`src/rtl/bmon_pkg.sv`:
```
package bmon_pkg;

   typedef enum logic [1:0] {
      TMO_X8  = 2'b00,
      TMO_X4  = 2'b01,
      TMO_X2  = 2'b10,
      TMO_X1  = 2'b11
   } tmo_code_e;

   // Window length for a code: the shortest window scaled up by 2^(3-code).
   function automatic int unsigned tmo_limit(input logic [1:0] code,
                                             input int unsigned shortest);
      return shortest << (3 - int'(code));
   endfunction

endpackage

```
`src/rtl/bmon_cycle_track.sv`:
```
module bmon_cycle_track (
   input  logic clk,
   input  logic rst_n,
   input  logic strobe,
   input  logic ended,
   output logic start,
   output logic armed
);

   logic strobe_q;
   logic closed_q;

   assign start = strobe & ~strobe_q;
   assign armed = start | ~closed_q;

   always_ff @(posedge clk) begin
      if (!rst_n) begin
         strobe_q <= 1'b0;
         closed_q <= 1'b0;
      end else begin
         strobe_q <= strobe;
         closed_q <= strobe & (ended | (~start & closed_q));
      end
   end

endmodule

```
`src/rtl/bmon_counter.sv`:
```
module bmon_counter #(
   parameter int unsigned CW = 7
) (
   input  logic          clk,
   input  logic          rst_n,
   input  logic          strobe,
   input  logic          start,
   input  logic          ack,
   input  logic          run,
   input  logic          armed,
   input  logic [CW-1:0] limit,
   output logic          hit
);

   logic [CW-1:0] cnt_q;
   logic [CW-1:0] base;
   logic [CW-1:0] cnt_nxt;

   always_comb begin
      base = start ? '0 : cnt_q;
      if (!strobe || ack)
         cnt_nxt = '0;
      else if (run && armed)
         cnt_nxt = base + 1'b1;
      else
         cnt_nxt = base;
   end

   assign hit = strobe & ~ack & run & armed & (cnt_nxt == limit);

   always_ff @(posedge clk) begin
      if (!rst_n) cnt_q <= '0;
      else        cnt_q <= cnt_nxt;
   end

endmodule

```
`src/rtl/bus_resp_monitor.sv`:
```
module bus_resp_monitor #(
   parameter int unsigned SHORTEST_TMO   = 8,
   parameter bit          FREEZE_SUPPORT = 1'b1
) (
   input  logic       clk,
   input  logic       rst_n,
   input  logic       cyc_strobe,
   input  logic       cyc_iack,
   input  logic       cyc_ext,
   input  logic       dsack,
   input  logic       avec,
   input  logic       arb_hit,
   input  logic       freeze,
   input  logic [1:0] tmo_sel,
   input  logic       ext_mon_en,
   input  logic       frz_mon_en,
   output logic       berr_int
);
   import bmon_pkg::*;

   localparam int unsigned LONGEST_TMO = SHORTEST_TMO * 8;
   localparam int unsigned CW          = $clog2(LONGEST_TMO + 1);

   if (SHORTEST_TMO < 2 || (SHORTEST_TMO & (SHORTEST_TMO - 1)) != 0) begin : g_bad_tmo
      $error("SHORTEST_TMO must be a power of two of at least 2");
   end

   logic          start;
   logic          armed;
   logic          ack_sel;
   logic          target_ok;
   logic          frozen;
   logic          run;
   logic          spurious;
   logic          hit;
   logic [CW-1:0] limit;

   assign limit = CW'(tmo_limit(tmo_sel, SHORTEST_TMO));

   if (FREEZE_SUPPORT) begin : g_frz
      assign frozen = freeze & frz_mon_en;
   end else begin : g_nofrz
      logic unused_frz;
      assign unused_frz = freeze ^ frz_mon_en;
      assign frozen     = 1'b0;
   end

   assign ack_sel   = cyc_iack ? avec : dsack;
   assign target_ok = ~cyc_ext | ext_mon_en;
   assign run       = cyc_strobe & target_ok & ~frozen;
   assign spurious  = start & cyc_iack & ~arb_hit;

   bmon_cycle_track u_track (
      .clk    (clk),
      .rst_n  (rst_n),
      .strobe (cyc_strobe),
      .ended  (ack_sel | spurious | hit),
      .start  (start),
      .armed  (armed)
   );

   bmon_counter #(.CW(CW)) u_cnt (
      .clk    (clk),
      .rst_n  (rst_n),
      .strobe (cyc_strobe),
      .start  (start),
      .ack    (ack_sel | spurious),
      .run    (run),
      .armed  (armed),
      .limit  (limit),
      .hit    (hit)
   );

   always_ff @(posedge clk) begin
      if (!rst_n) berr_int <= 1'b0;
      else        berr_int <= spurious | hit;
   end

endmodule

```
`config.mk`:
```
export PLATFORM = sky130hd
export DESIGN_NAME = bus_resp_monitor
export DESIGN_NICKNAME = d
export VERILOG_FILES = /design/src/rtl/bmon_pkg.sv /design/src/rtl/bmon_cycle_track.sv /design/src/rtl/bmon_counter.sv /design/src/rtl/bus_resp_monitor.sv
export SDC_FILE = /design/constraint.sdc
export NUM_CORES = 1
export LEC_CHECK = 0
export BUFFER_PORTS_ARGS = -buffer_cell sky130_fd_sc_hd__buf_2
export CAP_MARGIN = 10
export CORE_MARGIN = 1.5
export CORE_UTILIZATION = 42
export CTS_BUF_LIST = sky130_fd_sc_hd__clkbuf_2 sky130_fd_sc_hd__clkbuf_4 sky130_fd_sc_hd__clkbuf_8
export CTS_CLUSTER_DIAMETER = 150
export DETAILED_ROUTE_END_ITERATION = 16
export PLACE_DENSITY = 0.74
export SYNTH_ARGS = -nofsm -noshare
export SYNTH_HDL_FRONTEND = slang
export SYNTH_SLANG_ARGS = --single-unit
```
`constraint.sdc`:
```
create_clock -name clk -period 6.6 [get_ports clk]
set_clock_uncertainty 0.15 [all_clocks]
set_input_delay 0.66 -clock clk [delete_from_list [all_inputs] [get_ports clk]]
set_output_delay 0.66 -clock clk [all_outputs]
set_load 0.01 [all_outputs]
```
==> metrics.txt <==
status finished, final reports clean; gr busiest metal met2; # placed instances 107; DRT iter0 DRCs 8; setup TNS 0 ps; Req. time, crit path between 6000 and 7000 ps; register area 200 sq um; Cell variety after synth 36; vias per cell 5.77; placer congestion estimate 0.743; Seq cells post-synth 10; clock sink count 10; Clk Tree Root Cell clkbuf_4; Gate power share 0.127; deepest clock path buffer count 2; CTS tree yes; async set-reset flop share out of synthesis 0; Post-Syn Nets between 90 and 100; M3 GR Usage 0.0517; DRC Markers 0; Yosys top cell by area dfxtp_1; Reg power frac 0.518; # diodes 0; met1 GRT Util 0.199; XOR/XNOR Fraction of Synth Area 0.0673; Max IR drop VDD roughly 0.10 mV; Synth Area in Adders 0.0192; Routed WL 1330 microns; Initial Utilization 0.442; Die Wd 42.4 microns; Final Hold Fails 0; Worst path top cell family by delay simple AND/OR/NAND/NOR gates; Crit. End Element flop; initial antenna violation count 0; Sw Share 0.257; Reg clk slew, reported paths around 60 ps; sequential share of the synthesized area 0.308; area growth from synthesis to layout 14.8%; largest family of logic cells by synthesized area simple AND/OR/NAND/NOR gates; buffer and inverter count on the worst path 2; count of pins over their slew limit 0; grt ovf 0; setup violators final 0; Critical Path AT approximately 2800 ps; largest net degree at the start of global routing 13; element type at the critical path start primary input; Max-slew headroom 0.732; met2 Usage GRT 0.277; port bufs 13; fmax 0.361 GHz; worst-skew pair later-pin latency about 270 ps; Mapped Cells 79; DP Worst Slack 3590 ps; multiplexer area fraction after synthesis 0.0154; RSZ-0062 raised after global routing false; Die Height between 40 and 50 microns; leakage 0.287 nW; top post-synthesis cells by area dfxtp_1, nor2_1, nand2_1; dpl hpwl 1070 microns; crit share post-route 0.420; crit-path cells buf_2, nand2b_2, nand2_1, inv_1, ha_1, nand4_1, nor4b_1, nor2_1, nor4b_2, a41oi_1, o211ai_2, a31o_1; I/O pin count 14; die area around 1800 sq um; final cell count without fillers 110; first drt pass iteration count 4; actual slew at the worst max-slew pin approximately 400 ps; first-pass GRT wire length 2350 microns; Synth warnings 0; number of synthesized flops with an enable pin 0; CTS Hold Buffers Added 0; pwr/cell area 161 nW/um^2; # rows 14; Simple-Gate Fraction of Synth Area 0.388; HP Class flop to flop; core area 1470 sq um; top cells by count, synth nor2_1, dfxtp_1, nand2_1; post-synth top area share 0.308; Num CTS Buffers 3; ANT nets after route 0; internal power 0.0891 mW; clock network power share 0.354; H-tree levels 1; Worst path max stage delay roughly 370 ps; slowest CP cell nor4b_1; Max Cap Viol 0; post-CTS setup buffer count 0; Critical Path Fanout Max 12; total number of vias 635; Syn Area/Cell between 8 and 9 sq um; fill count 144; P_sw 0.0308 mW; fin nets 110; Synth Area in Compound Gates 0.167; vias in the first global route 588; Post-Synthesis Cell Area between 600 and 700 sq um; minimum clock period 2770 ps; GRT Resource Usage Total 0.175; wire per inst 12.1 microns; post_cts resized 0; multi-input logic area 428 sq um; Setup WS post-layout 3830 ps; CP Class primary input to flop; layout cell share with drive strength beyond 1 0.234; Most used DFF post-synth dfxtp_1; most frequent cell after synthesis nor2_1
-- through the flow --
stage	hold slack, ps	power [mW]	area, sq um	utilization
floorplan	366	0.0729	651	-
global placement	391	0.0786	724	0.492
detailed placement	408	0.0788	724	0.492
CTS	424	0.121	747	0.508
global route	485	0.126	747	0.508
finish	421	0.120	747	0.508
-- worst paths after layout --
check / slack [ps] / end / depth (start not counted) / from
max: 3830 / u_track.closed_q / 12 / cyc_strobe
min reg2reg: 420 / u_cnt.cnt_q[6] / 3 / u_cnt.cnt_q[6]
min: 420 / u_cnt.cnt_q[6] / 3 / u_cnt.cnt_q[6]
max reg2reg: 3890 / u_track.closed_q / 11 / u_track.strobe_q
-- power groups by stage --
stage          combinational, mW  sequential (mW)  clock, mW
2_1_floorplan            0.00949           0.0634          0
3_3_place_gp              0.0150           0.0636          0
3_5_place_dp              0.0153           0.0636          0
4_1_cts                   0.0153           0.0622     0.0437
5_1_grt                   0.0173           0.0624     0.0462
6_report                  0.0153           0.0622     0.0425
-- state kept, by name (all words and copies together), names as in the netlist --
register and count:
u_cnt.cnt_q 7, berr_int 1, u_track.closed_q 1, u_track.strobe_q 1
-- layout by cell type (no fill, tap or decap), types with 2 or more instances in the layout --
cell type  netlist  final
buf_2            0     13
nor2_1          12     12
dfxtp_1         10     10
nand2_1          8      8
inv_1            3      3
nand4_1          3      3
nor3_1           3      3
xor2_1           3      3
clkbuf_4         0      3
and2_1           2      2
a21oi_1          2      2
nand2b_1         2      2
xnor2_1          2      2
o211ai_1         2      2
nor2b_1          2      2
nand3_1          2      2
a31o_1           2      2
-- final cells by class --
cell class | count | share of cell area
tap | 16 | 0.0268
multi-input combinational | 65 | 0.573
timing repair buffer | 13 | 0.0871
clock buffer | 3 | 0.0302
sequential | 10 | 0.268
inverter | 3 | 0.0151
-- worst min-delay path, delay by kind of cell (launching register included) --
kind | cells | cell delay (ps)
XOR/XNOR | 1 | 90
flip-flops | 1 | 300
AND/OR/NAND/NOR | 2 | 140
-- layer usage --
metal / part of all wire / vias up
met5: 0 / -
met4: 0.038 / 0
met3: 0.057 / 6
met2: 0.45 / 20
met1: 0.45 / 294
li1: - / 315
-- kinds of logic after synthesis --
kind of cell	after synthesis
compound gates	14
xor+xnor	5
fa+ha+maj	1
buf+inv	4
flops	10
mux	1
simple gates	44
(Power assumes the default switching activity.)
